**config.mk**
```make
export PLATFORM = sky130hd
export DESIGN_NAME = macro_seq_ctrl
export DESIGN_NICKNAME = d
export VERILOG_FILES = /design/src/rtl/macro_seq_pkg.sv /design/src/rtl/seq_branch_eval.sv /design/src/rtl/seq_slot_ctrl.sv /design/src/rtl/macro_seq_ctrl.sv
export SDC_FILE = /design/constraint.sdc
export NUM_CORES = 1
export LEC_CHECK = 0
export BUFFER_PORTS_ARGS = -buffer_cell sky130_fd_sc_hd__buf_2
export CAP_MARGIN = 20
export CORE_MARGIN = 8
export CORE_UTILIZATION = 51
export CTS_CLUSTER_SIZE = 14
export DETAILED_ROUTE_END_ITERATION = 10
export MAX_ROUTING_LAYER = met4
export PLACE_DENSITY = 0.81
export SETUP_SLACK_MARGIN = 0.2
export SYNTH_ARGS = -nofsm -noshare
export SYNTH_HDL_FRONTEND = slang
export SYNTH_SLANG_ARGS = --single-unit
export TNS_END_PERCENT = 50
```
**constraint.sdc**
```tcl
create_clock -name clk -period 4.58 [get_ports clk]
set_input_delay 0 -clock clk [delete_from_list [all_inputs] [get_ports clk]]
set_output_delay 0 -clock clk [all_outputs]
set_load 0.02 [all_outputs]
```
**src/rtl/macro_seq_pkg.sv**
```systemverilog
package macro_seq_pkg;

  // Reason a run came to an end.
  typedef enum logic [1:0] {
    STOP_NONE  = 2'd0,
    STOP_EXIT  = 2'd1,
    STOP_SLOT  = 2'd2,
    STOP_RANGE = 2'd3
  } stop_e;

endpackage

```
**src/rtl/seq_branch_eval.sv**
```systemverilog
module seq_branch_eval #(
  parameter int DW = 32,
  parameter int OW = 8,
  parameter int PW = 9
) (
  input  logic          is_branch_i,
  input  logic          on_zero_i,
  input  logic [DW-1:0] operand_i,
  input  logic [PW-1:0] pc_i,
  input  logic [OW-1:0] offset_i,
  output logic          taken_o,
  output logic [PW-1:0] target_o
);

  localparam int EXT = PW - OW;

  // Condition test on the operand register.
  function automatic logic f_taken(input logic br, input logic on_zero,
                                   input logic [DW-1:0] val);
    logic is_zero;
    is_zero = (val == '0);
    return br && (on_zero ? is_zero : !is_zero);
  endfunction

  // Own address plus a sign-extended word offset, wrapping at PW bits.
  function automatic logic [PW-1:0] f_target(input logic [PW-1:0] pc,
                                             input logic [OW-1:0] off);
    logic [PW-1:0] ext;
    ext = {{EXT{off[OW-1]}}, off};
    return pc + ext;
  endfunction

  assign taken_o  = f_taken(is_branch_i, on_zero_i, operand_i);
  assign target_o = f_target(pc_i, offset_i);

endmodule

```
**src/rtl/seq_slot_ctrl.sv**
```systemverilog
module seq_slot_ctrl #(
  parameter int PW = 9
) (
  input  logic          clk,
  input  logic          rst_n,
  input  logic          clear_i,
  input  logic          retire_i,
  input  logic [PW-1:0] pc_i,
  input  logic          is_branch_i,
  input  logic          taken_i,
  input  logic          annul_i,
  input  logic          exit_i,
  input  logic [PW-1:0] target_i,
  output logic          in_slot_o,
  output logic          slot_branch_o,
  output logic          finish_o,
  output logic [PW-1:0] next_pc_o
);

  logic          in_slot_q;
  logic          jump_q;
  logic          exit_q;
  logic [PW-1:0] tgt_q;

  logic          in_slot_d;
  logic          jump_d;
  logic          exit_d;
  logic [PW-1:0] tgt_d;
  logic [PW-1:0] seq_pc;
  logic          defer_jump;

  assign seq_pc     = pc_i + PW'(1);
  assign defer_jump = taken_i && !annul_i;

  always_comb begin
    in_slot_d = in_slot_q;
    jump_d    = jump_q;
    exit_d    = exit_q;
    tgt_d     = tgt_q;
    next_pc_o = seq_pc;
    if (in_slot_q) begin
      // Slot instruction completes the deferred action.
      next_pc_o = jump_q ? tgt_q : seq_pc;
      in_slot_d = exit_i && !exit_q;
      exit_d    = exit_i && !exit_q;
      jump_d    = 1'b0;
    end else begin
      next_pc_o = (taken_i && annul_i) ? target_i : seq_pc;
      jump_d    = defer_jump;
      exit_d    = exit_i;
      tgt_d     = target_i;
      in_slot_d = exit_i || defer_jump;
    end
  end

  assign in_slot_o     = in_slot_q;
  assign slot_branch_o = in_slot_q && is_branch_i;
  assign finish_o      = in_slot_q && exit_q;

  always_ff @(posedge clk) begin
    if (!rst_n || clear_i) begin
      in_slot_q <= 1'b0;
      jump_q    <= 1'b0;
      exit_q    <= 1'b0;
      tgt_q     <= '0;
    end else if (retire_i) begin
      in_slot_q <= in_slot_d;
      jump_q    <= jump_d;
      exit_q    <= exit_d;
      tgt_q     <= tgt_d;
    end
  end

  // a deferred redirect only exists while a slot is pending.
  a_r6_jump_needs_slot: assert property (@(posedge clk) disable iff (!rst_n)
    jump_q |-> in_slot_q);

  // a slot that finishes an exit never carries a pending redirect past it.
  a_r7_exit_slot_retires: assert property (@(posedge clk) disable iff (!rst_n)
    (retire_i && finish_o) |=> !jump_q);

endmodule

```
**src/rtl/macro_seq_ctrl.sv**
```systemverilog
module macro_seq_ctrl #(
  parameter int AW = 8,
  parameter int DW = 32,
  parameter int OW = 8
) (
  input  logic          clk,
  input  logic          rst_n,
  input  logic          start_i,
  input  logic [AW:0]   prog_len_i,
  input  logic          stall_i,
  output logic [AW-1:0] imem_addr_o,
  input  logic          is_branch_i,
  input  logic          br_on_zero_i,
  input  logic          br_annul_i,
  input  logic [OW-1:0] br_offset_i,
  input  logic          exit_i,
  input  logic [DW-1:0] operand_i,
  output logic          busy_o,
  output logic          exec_o,
  output logic          done_o,
  output logic          err_slot_o,
  output logic          err_range_o
);
  import macro_seq_pkg::*;

  localparam int PW = AW + 1;

  logic [PW-1:0] pc_q;
  logic          busy_q;
  logic          done_q;
  logic          err_slot_q;
  logic          err_range_q;

  logic          accept_start;
  logic          in_range;
  logic          br_taken;
  logic [PW-1:0] br_target;
  logic          in_slot;
  logic          slot_branch;
  logic          finish;
  logic [PW-1:0] next_pc;
  stop_e         stop_cause;

  assign accept_start = start_i && !busy_q;
  assign in_range     = (pc_q < prog_len_i);
  assign exec_o       = busy_q && in_range && !stall_i && !slot_branch;

  seq_branch_eval #(.DW(DW), .OW(OW), .PW(PW)) u_branch (
    .is_branch_i (is_branch_i),
    .on_zero_i   (br_on_zero_i),
    .operand_i   (operand_i),
    .pc_i        (pc_q),
    .offset_i    (br_offset_i),
    .taken_o     (br_taken),
    .target_o    (br_target)
  );

  seq_slot_ctrl #(.PW(PW)) u_slot (
    .clk           (clk),
    .rst_n         (rst_n),
    .clear_i       (accept_start),
    .retire_i      (exec_o),
    .pc_i          (pc_q),
    .is_branch_i   (is_branch_i),
    .taken_i       (br_taken),
    .annul_i       (br_annul_i),
    .exit_i        (exit_i),
    .target_i      (br_target),
    .in_slot_o     (in_slot),
    .slot_branch_o (slot_branch),
    .finish_o      (finish),
    .next_pc_o     (next_pc)
  );

  // Why the current cycle ends the run, if it does.
  always_comb begin
    stop_cause = STOP_NONE;
    if (busy_q) begin
      if (!in_range)                         stop_cause = STOP_RANGE;
      else if (!stall_i && slot_branch)      stop_cause = STOP_SLOT;
      else if (!stall_i && finish)           stop_cause = STOP_EXIT;
    end
  end

  always_ff @(posedge clk) begin
    if (!rst_n) begin
      pc_q        <= '0;
      busy_q      <= 1'b0;
      done_q      <= 1'b0;
      err_slot_q  <= 1'b0;
      err_range_q <= 1'b0;
    end else begin
      done_q <= 1'b0;
      if (accept_start) begin
        pc_q        <= '0;
        busy_q      <= 1'b1;
        err_slot_q  <= 1'b0;
        err_range_q <= 1'b0;
      end else if (stop_cause != STOP_NONE) begin
        busy_q <= 1'b0;
        done_q <= 1'b1;
        if (stop_cause == STOP_SLOT)  err_slot_q  <= 1'b1;
        if (stop_cause == STOP_RANGE) err_range_q <= 1'b1;
      end else if (exec_o) begin
        pc_q <= next_pc;
      end
    end
  end

  assign imem_addr_o = pc_q[AW-1:0];
  assign busy_o      = busy_q;
  assign done_o      = done_q;
  assign err_slot_o  = err_slot_q;
  assign err_range_o = err_range_q;

  // an accepted start begins at address 0 with clear flags.
  a_r2_start_at_zero: assert property (@(posedge clk) disable iff (!rst_n)
    (start_i && !busy_o) |=> (busy_o && pc_q == '0 && !err_slot_o && !err_range_o));

  // a start while busy does not move the address.
  a_r2_busy_start_ignored: assert property (@(posedge clk) disable iff (!rst_n)
    (start_i && busy_o && !exec_o && in_range && !slot_branch) |=> $stable(pc_q));

  // an untaken branch outside a slot advances by one.
  a_r3_untaken_step: assert property (@(posedge clk) disable iff (!rst_n)
    (exec_o && !in_slot && is_branch_i && !br_taken) |=> (pc_q == $past(pc_q) + PW'(1)));

  // an annulled taken branch lands on its target with no slot.
  a_r5_annul_redirect: assert property (@(posedge clk) disable iff (!rst_n)
    (exec_o && !in_slot && br_taken && br_annul_i && !exit_i)
      |=> (busy_o && pc_q == $past(br_target) && !in_slot));

  // a plain taken branch runs its successor as a slot.
  a_r6_slot_entered: assert property (@(posedge clk) disable iff (!rst_n)
    (exec_o && !in_slot && br_taken && !br_annul_i)
      |=> (in_slot && pc_q == $past(pc_q) + PW'(1)));

  // a branch in a slot stops the run with the slot error.
  a_r8_slot_branch_stops: assert property (@(posedge clk) disable iff (!rst_n)
    (busy_o && in_range && !stall_i && in_slot && is_branch_i)
      |=> (done_o && err_slot_o && !busy_o));

  // an out-of-range fetch stops the run with the range error.
  a_r9_range_stops: assert property (@(posedge clk) disable iff (!rst_n)
    (busy_o && !in_range) |=> (done_o && err_range_o && !busy_o));

  // a stall holds the address and the run.
  a_r10_stall_hold: assert property (@(posedge clk) disable iff (!rst_n)
    (busy_o && in_range && stall_i) |=> (busy_o && $stable(pc_q)));

  // nothing executes under stall.
  a_r10_no_exec_stalled: assert property (@(posedge clk) disable iff (!rst_n)
    stall_i |-> !exec_o);

  // done is a single-cycle pulse with the run idle.
  a_r11_done_pulse: assert property (@(posedge clk) disable iff (!rst_n)
    done_o |-> (!busy_o ##1 !done_o));

endmodule

```
# Word level (Yosys, flattened, before mapping)
# Cells that the tools add are included.
[word_totals] ff_bits=25 in_bits=57 output_inout_bits=13 wordCells=60
[op_classes] add_sub_neg=2 order_cmp=1 eq_ne=2 muxes=14 bitwise=3 n_reduce_logical=29
[ops] operator="logical NOT 32 bit" n=1
[ops] operator="2-to-1 mux 9 bit" n=3
[ops] operator="logical AND 1 bit" n=12
[ops] operator="adder 9 x 1 -> 9 bit (second input constant)" n=1
[ops] operator="adder 9 bit" n=1
[ops] operator="less-than comparator 9 bit" n=1
[ops] operator="2-to-1 mux 1 bit" n=8
[ops] operator="AND reduction 2 bit" n=4
[ops] operator="logical NOT 1 bit" n=7
[ops] operator="2-to-1 mux 2 bit" n=3
[ops] operator="equality test 2 bit (second input constant)" n=2
[ops] operator="nonzero test 2 bit" n=2
[ops] operator="inverter 1 bit" n=3
[ops] operator="logical OR 1 bit" n=2
[ops] operator="OR reduction 2 bit" n=1

# Longest topological paths before layout
# Gate-level depths: netlist of the first run.
[logic_depth] ltp_word=9 depth_mapped=10 ltp_nobuf=9

# Modules after synthesis
# Synthesis of the first run repeated with hierarchy kept, for this count alone.
[hier_totals] cells_unflattened=271 hier_area_um2=2127.0
[by_module_without_submodules] module="seq_slot_ctrl" instances=1 cells_per_inst=123 area_each_um2=888.4 seq_area_each_um2=240.2
[by_module_without_submodules] module="macro_seq_ctrl" instances=1 cells_per_inst=97 area_each_um2=818.3 seq_area_each_um2=260.2
[by_module_without_submodules] module="seq_branch_eval" instances=1 cells_per_inst=51 area_each_um2=420.4 seq_area_each_um2=0.0

# Worst setup path before layout of the first run
# OpenSTA, ideal clock, no wires.
[synth_timing] path_kind="reg2reg" start="register pc_q[0]" end="register pc_q[6]" setup_ns=0.058 arrival_time_ns=2.077 required_ns=4.522 slack_ns=2.444 stages_incl_launch_ff=10 n_path_buf=0 period_less_slack_ns=2.136 cell_sequence="dfxtp_1 ha_1 fa_1 a211oi_1 o21bai_1 a21oi_1 xnor2_1 mux2i_1 o221ai_1 o211a_1"
[synth_via] elab_chain_cells=6 elab_cells_between_ends=14 cone_classes="add/sub (2); order compare (1); mux (5); bitwise (1); reduce/logical (5)"
[synth_lines] element="start, declared" line_no="macro_seq_ctrl.sv:28" text="logic [PW-1:0] pc_q;"
[synth_lines] element="start signal, assigned" line_no="macro_seq_ctrl.sv:105" text="pc_q <= next_pc;"
[synth_lines] element="less-than comparator 9 bit" line_no="macro_seq_ctrl.sv:45" text="assign in_range = (pc_q < prog_len_i);"
[synth_lines] element="2-to-1 mux 2 bit" line_no="macro_seq_ctrl.sv:79" text="if (!in_range) stop_cause = STOP_RANGE;"
[synth_lines] element="2-to-1 mux 2 bit" line_no="macro_seq_ctrl.sv:78" text="if (busy_q) begin"
[synth_lines] element="nonzero test 2 bit" line_no="macro_seq_ctrl.sv:99" text="end else if (stop_cause != STOP_NONE) begin"
[synth_lines] element="inverter 1 bit (no source line)"
[synth_lines] element="AND reduction 2 bit (no source line)"
# Parallel ways exist; a longest one is shown, timed or not.
# A chain may end at the register's enable or synchronous reset.

# Final worst setup path of the first run
[layout_timing] start="register pc_q[6]" end="register pc_q[6]"
# Same word-level chain as after synthesis.

==> results of run 1 <==
## registers in the layout, summed over array words and instances, names as in the netlist
register          count
busy_o                1
done_o                1
err_range_o           1
err_slot_o            1
pc_q                  9
u_slot.exit_q         1
u_slot.in_slot_o      1
u_slot.jump_q         1
u_slot.tgt_q          9
## cell families (layout without fill, tap and decap cells)
| group | count (synthesis) | count (layout) | share of synthesized area [%] |
|---|---|---|---|
| and+or+nand+nor | 83 | 83 | 19.90 |
| AOI/OAI and AO/OA | 66 | 66 | 21.91 |
| xor gates and xnor gates | 15 | 15 | 6.592 |
| muxes | 12 | 12 | 6.277 |
| adders and majority gates | 18 | 18 | 11.68 |
| DFF | 25 | 25 | 25.11 |
| buffers and inverters | 32 | 88 | 8.537 |
## power groups by stage
| stage | registers (µW) | clock network (µW) | logic [µW] |
|---|---|---|---|
| after global placement | 239 | 0 | 122 |
| after detailed placement | 240 | 0 | 125 |
| after floorplan | 237 | 0 | 87.3 |
| after global routing | 236 | 145 | 141 |
| final | 235 | 135 | 125 |
| after CTS | 235 | 136 | 126 |
## per-layer routing
layer  up-vias  GRT usage [%]  share of wire (%)
met5         -              -                  0
met4         0          6.481               0.85
met3         2          4.100                5.9
met2        44          27.92                 47
met1       853          19.99                 46
li1       1010              -                  -
## layout make-up
cell class | instances | share of cell area [%]
multi-input combinational | 194 | 56.74
sequential | 25 | 21.47
timing repair buffer | 69 | 14.81
tap | 48 | 2.576
inverter | 15 | 2.415
clock buffer | 3 | 1.771
clock inverter | 1 | 0.2147
## cells in the mapped netlist (2+ instances only)
library cell   n
nand2_1       29
mux2_2         4
nand4_1        2
nand2b_1       4
nand3_1        8
nor2_1        17
a31oi_1        6
mux2i_1        8
o21bai_1       2
and2_1         3
nor4_1         9
ha_1          17
o221ai_1       3
dfxtp_1       25
and3_1         2
clkbuf_1       4
buf_4         11
xor2_1         3
a21oi_2        2
nor3_1         5
xnor2_1       12
o211ai_1       3
inv_1         14
a21oi_1       20
o21ai_1        2
o21ai_0       13
a211oi_1       3
## per-stage QoR
stage | total power, µW | util [%] | instance area [µm²] | setup WS [ns]
2_1_floorplan | 324.6 | - | 1993 | 2.444
3_3_place_gp | 360.9 | 61.48 | 2285 | 2.081
3_5_place_dp | 364.6 | 61.48 | 2285 | 1.989
4_1_cts | 496.5 | 62.73 | 2331 | 1.957
5_1_grt | 522.6 | 62.73 | 2331 | 1.681
6_report | 494.2 | 62.73 | 2331 | 1.949
## path summary, 6_finish.rpt
kind | end | from | slack [ns]
setup / recovery | pc_q[6] | pc_q[6] | 1.95
hold / removal | busy_o | rst_n | 0.009
setup reg to reg | pc_q[6] | pc_q[6] | 1.95
hold reg to reg | u_slot.tgt_q[3] | u_slot.tgt_q[3] | 0.46
==> results by group, run 1 <==
Critical path
  • Startpoint types: flip-flop
  • Largest delay contributor family on the critical path: compound AO/OA/AOI/OAI gates
  • WP buf/inv: 0
  • Crit path depth: 7
  • R2R cell count: 7
  • Critical path class: reg2reg
  • Slowest CP cell: a2111oi_4
  • Crit-path max FO: 16
  • CP Data Arrival Time: about 2.8 ns
  • Required @ worst endpoint: 4.76 ns
  • Crit end category: flip-flop
  • Max incr delay on CP: ~0.55 ns
  • Crit-path cells: ha_1 > a21oi_1 > o21ai_0 > a2111oi_4 > and2_1 > o221ai_1 > o211a_1

Synthesis
  • Synth unique cells: 47
  • Top-area cell type share of the netlist area: roughly a quarter
  • Sequential area share after synthesis: 25.11%
  • Yosys warnings: 0
  • Area of the mapped netlist: 0.001993 mm²
  • Flops & latches, synth: 25
  • Synth area leaders: dfxtp_1, ha_1, nand2_1
  • Async set-reset flop share out of synthesis: 0%
  • Number of synthesized flops with an enable pin: 0
  • Post-Syn Nets: 326
  • Synth Area per Inst: a little under 8 µm²
  • Synth area leader: dfxtp_1
  • Top FF cell, synth: dfxtp_1
  • Mapped Cells: approximately 250

Layout
  • Multi-input logic area: about 0.0013 mm²
  • Fill count: between 300 and 400
  • Ratio of cells with drive above 1 in the final layout: between 20% and 30%
  • Most frequent cells in the layout: buf_2, nand2_1, dfxtp_1, a21oi_1
  • P&R area growth vs syn: 16.95%
  • Number of diodes: 0
  • Nets@finish: about 380
  • Fin cells: between 300 and 400
  • Commonest non-fill, non-tap cell in the layout: buf_2
  • Seq. cell area: between 500 and 600 µm²

Power
  • PwrDens: 212.0 mW/mm²
  • Net Sw Frac: 30.67%
  • Clock share of power: 27.2%
  • Leak pwr: approximately 0.0011 µW
  • NetSw: around 150 µW
  • Comb power frac: between 20% and 30%
  • Internal: 342.6 µW
  • Flop pwr share: ~48%
  • Worst VDD drop: between 0.1 and 0.15 mV

Route
  • Vias per inst: around 5.4
  • 1st-pass router iterations: 4
  • WL final: roughly 5000 µm
  • DR DRC count: 0
  • Routed WL per cell: about 14 µm
  • Antenna Nets Post-Route: 0
  • Detailed-route via count: 1909
  • DRT iter0 DRCs: around 240

Placed design
  • Final Wtd Congestion: ~0.84
  • Placed instance count: around 350
  • Port bufs: approximately 70
  • DP Wirelength: roughly 4100 µm

Global routing
  • Vias in the first global route: around 2.0k
  • Initial antenna violation count: 0
  • First-pass GRT wire length: around 8900 µm
  • Total gr overflow: 0
  • Maximum number of pins on one net before global-route repair: 19
  • GR Util All Layers: between 10% and 20%

Clock tree
  • CTS resizes: 0
  • Hold Buf Count CTS: 0
  • Clock tree buffer depth: 2
  • Post-CTS setup buffers: 0
  • Clk_lat worst skew: ~0.27 ns
  • Clock slew seen by the registers of the worst setup and hold paths: about 0.10 ns
  • Clock Sink Count: 25
  • Root Buffer Master: clkbuf_8
  • CTS tree: built
  • TritonCTS buffer count: 3
  • H-tree Lvls: 1

Floorplan
  • Io pins: 70
  • Die Wd: roughly 79 µm
  • Initial Utilization: 53.64%
  • Core Box Area: roughly 0.0037 mm²
  • # rows: 22
  • DIE AREA: a little over 0.006 mm²
  • Die height: a little under 80 µm

Run status
  • Status: finished clean

STA
  • RSZ-0062 raised after global routing: no
  • Final hold slack: 0.008575 ns
  • Tmin final: 2.631 ns
  • Slew Viols, Final: 0
  • Fmax: between 0.3 and 0.4 GHz
  • Hold Violations, Final: 0
  • Setup TNS: 0 ns
  • Relative slew slack: 59.32%
  • Worst-Margin Slew: roughly 0.6 ns
  • Period utilization: approximately 57%
  • Final setup vio count: 0
  • Setup Skew: between 0.008 and 0.009 ns

Hold path
  • Hold Path Depth: 2
  • Hold WC Path Type: in2reg

Job
  • MaxCap Viol Count: 0
No activity file was read; power rests on OpenSTA's default activity.
==> run 2: changes to the inputs <==
ABC_AREA = 1   (was default)
CORE_UTILIZATION = 47   (was 51)
PLACE_DENSITY = 0.78   (was 0.81)
clock period = 2.1 ns   (was 4.58 ns; I/O delays follow)
==> results by group, run 2 <==
Layout
  • Biggest regs: pc_q x9, u_slot.tgt_q x9
  • Finished Core Util: a little over three fifths
  • Commonest non-fill, non-tap cell in the layout: nand2_1
  • Post-layout instance area: approximately 0.0028 mm²
  • Nets@finish: 485
  • P&R area growth vs syn: 27.96%
  • Fill count: between 300 and 400
  • Fin cells: between 400 and 500
  • Most frequent cells in the layout: nand2_1, buf_2, inv_1, a21oi_1, nor2_1
  • Ratio of cells with drive above 1 in the final layout: between 20% and 30%
  • Number of diodes: 0

STA
  • Setup TNS: 0 ns
  • Fmax: 0.5590 GHz
  • Tmin final: roughly 1.8 ns
  • Period utilization: between 80% and 90%
  • Slew Viols, Final: 0
  • Worst-Margin Slew: 0.3984 ns
  • Final setup vio count: 0
  • Hold Violations, Final: 0
  • RSZ-0062 raised after global routing: yes
  • Setup Skew: roughly 0.0054 ns
  • Relative slew slack: roughly 73%
  • Final hold slack: about 0.011 ns

Clock tree
  • H-tree Lvls: 1
  • TritonCTS buffer count: 3
  • Clock slew seen by the registers of the worst setup and hold paths: around 0.09 ns
  • Clk_lat worst skew: 0.27 ns
  • CTS tree: built
  • Clock Sink Count: 25
  • Root Buffer Master: clkbuf_8
  • Clock tree buffer depth: 2

Synthesis
  • Async set-reset flop share out of synthesis: 0%
  • Flops & latches, synth: 25
  • Synth area leaders: dfxtp_1, nand2_1, ha_1
  • Top-area cell type share of the netlist area: between 20% and 30%
  • Synth Area per Inst: between 6 and 7 µm²
  • Yosys warnings: 0
  • Sequential area share after synthesis: between 20% and 30%
  • Mapped Cells: around 340
  • Number of synthesized flops with an enable pin: 0
  • Synth unique cells: 30
  • Commonest cells in the netlist: nand2_1, a21oi_1, inv_1, nor2_1, o21ai_0
  • Area of the mapped netlist: 0.002180 mm²
  • Top FF cell, synth: dfxtp_1
  • Count leader, synth: nand2_1
  • Post-Syn Nets: slightly above 400
  • Synth area leader: dfxtp_1

Floorplan
  • Die height: roughly 84 µm
  • DIE AREA: between 0.007 and 0.008 mm²
  • Io pins: 70
  • Core Box Area: about 0.0044 mm²
  • Initial Utilization: between 40% and 50%
  • # rows: 24
  • Die Wd: between 80 and 90 µm

Global routing
  • First-pass GRT wire length: 10100 µm
  • Total gr overflow: 0
  • Initial antenna violation count: 0
  • GR Util All Layers: 16.92%
  • Maximum number of pins on one net before global-route repair: 21
  • Vias in the first global route: between 2k and 2.5k

Power
  • Net Sw Frac: approximately a third
  • Leak pwr: between 0.001 and 0.0015 µW
  • Internal: around 790 µW
  • PwrDens: between 400 and 500 mW/mm²
  • Comb power frac: between 30% and 40%
  • Worst VDD drop: 0.1975 mV
  • Clock share of power: approximately a quarter
  • Flop pwr share: between 40 and 50%
  • NetSw: a little under 400 µW

Placed design
  • Final Wtd Congestion: between 0.9 and 1
  • Placed instance count: 450
  • DP Wirelength: between 4000 and 5000 µm
  • Post-DP Area: 0.002554 mm²
  • Port bufs: 69

Critical path
  • Required @ worst endpoint: between 2 and 2.5 ns
  • Startpoint types: flip-flop
  • Crit end category: flip-flop
  • Critical path class: reg2reg
  • Crit-path max FO: 5
  • R2R cell count: 9
  • CP Data Arrival Time: approximately 2.0 ns

Hold path
  • Hold WC Path Type: in2reg
  • Hold Path Depth: 2

Route
  • 1st-pass router iterations: 5
  • Antenna Nets Post-Route: 0
  • WL final: roughly 5900 µm
  • DRT iter0 DRCs: ~290
  • DR DRC count: 0
  • Detailed-route via count: 2343
  • Vias per inst: between 5 and 6
  • Routed WL per cell: around 13 µm

Job
  • MaxCap Viol Count: 0

Run status
  • Status: finished clean
==> run 2: area by class of cell <==
cell class | count | area, µm² | share of cell area (%)
flip-flops and latches | 25 | 513.0 | 18.39
multi-input cells | 248 | 1495 | 53.61
repair buffers | 86 | 495.5 | 17.77
clock buffers | 4 | 45.04 | 1.615
inverters | 46 | 175.2 | 6.281
well taps | 52 | 65.06 | 2.333
==> run 2: cells by family after synthesis <==
group           Yosys count  synth area share, %
compound gates           73                17.74
xor+xnor                 10                4.019
simple gates            147                31.57
flops                    25                22.96
buf+inv                  63                13.03
fa+ha+maj                18                10.68
==> run 2: power groups by stage <==
stage / clock (µW) / sequential (µW) / combinational (µW)
floorplan: 0 / 525 / 224
global placement: 0 / 521 / 333
detailed placement: 0 / 522 / 336
CTS: 289 / 511 / 344
global route: 319 / 514 / 425
finish: 290 / 511 / 378
==> run 2: path summary, 6_finish.rpt <==
kind,end,from,slack [ns]
worst min register to register,err_range_o,err_range_o,0.45
worst max-delay path,pc_q[2],pc_q[7],0.31
worst min-delay path,busy_o,start_i,0.01
worst max register to register,pc_q[2],pc_q[7],0.31
==> run 2: timing repair <==
action / 4_1_cts / 5_1_grt
setup endpoints to repair: 9 / 20
buffers inserted: 2 / 4
gates resized for setup: 1 / 24
cloned: 0 / 0
endpoints found under the hold margin: 1 / 0
hold buffers: 1 / 0
pin swaps: 1 / 5
==> run 2: metrics by stage <==
stage               setup slack (ns)  power [µW]
floorplan                     0.3392       748.9
global placement              0.2439       853.3
detailed placement            0.1459       858.1
CTS                           0.2397        1143
global route                  0.2017        1258
finish                        0.3112        1179
==> run 2: routing by layer <==
| metal | wire, µm | vias to the layer above | global-route usage [%] |
|---|---|---|---|
| li1 | - | 1240 | - |
| met1 | 2692 | 996 | 21.38 |
| met2 | 2680 | 103 | 25.70 |
| met3 | 509 | 4 | 4.102 |
| met4 | 42 | 0 | 5.338 |
| met5 | 0 | - | - |
==> run 2: critical path: stages (launching register included) <==
cell	delay, ns
dfxtp_2	0.35
ha_1	0.28
nand2_1	0.06
nor2_1	0.19
o211ai_2	0.16
nand4_4	0.19
nor2_4	0.08
buf_6	0.13
o21ai_0	0.17
a21oi_1	0.06
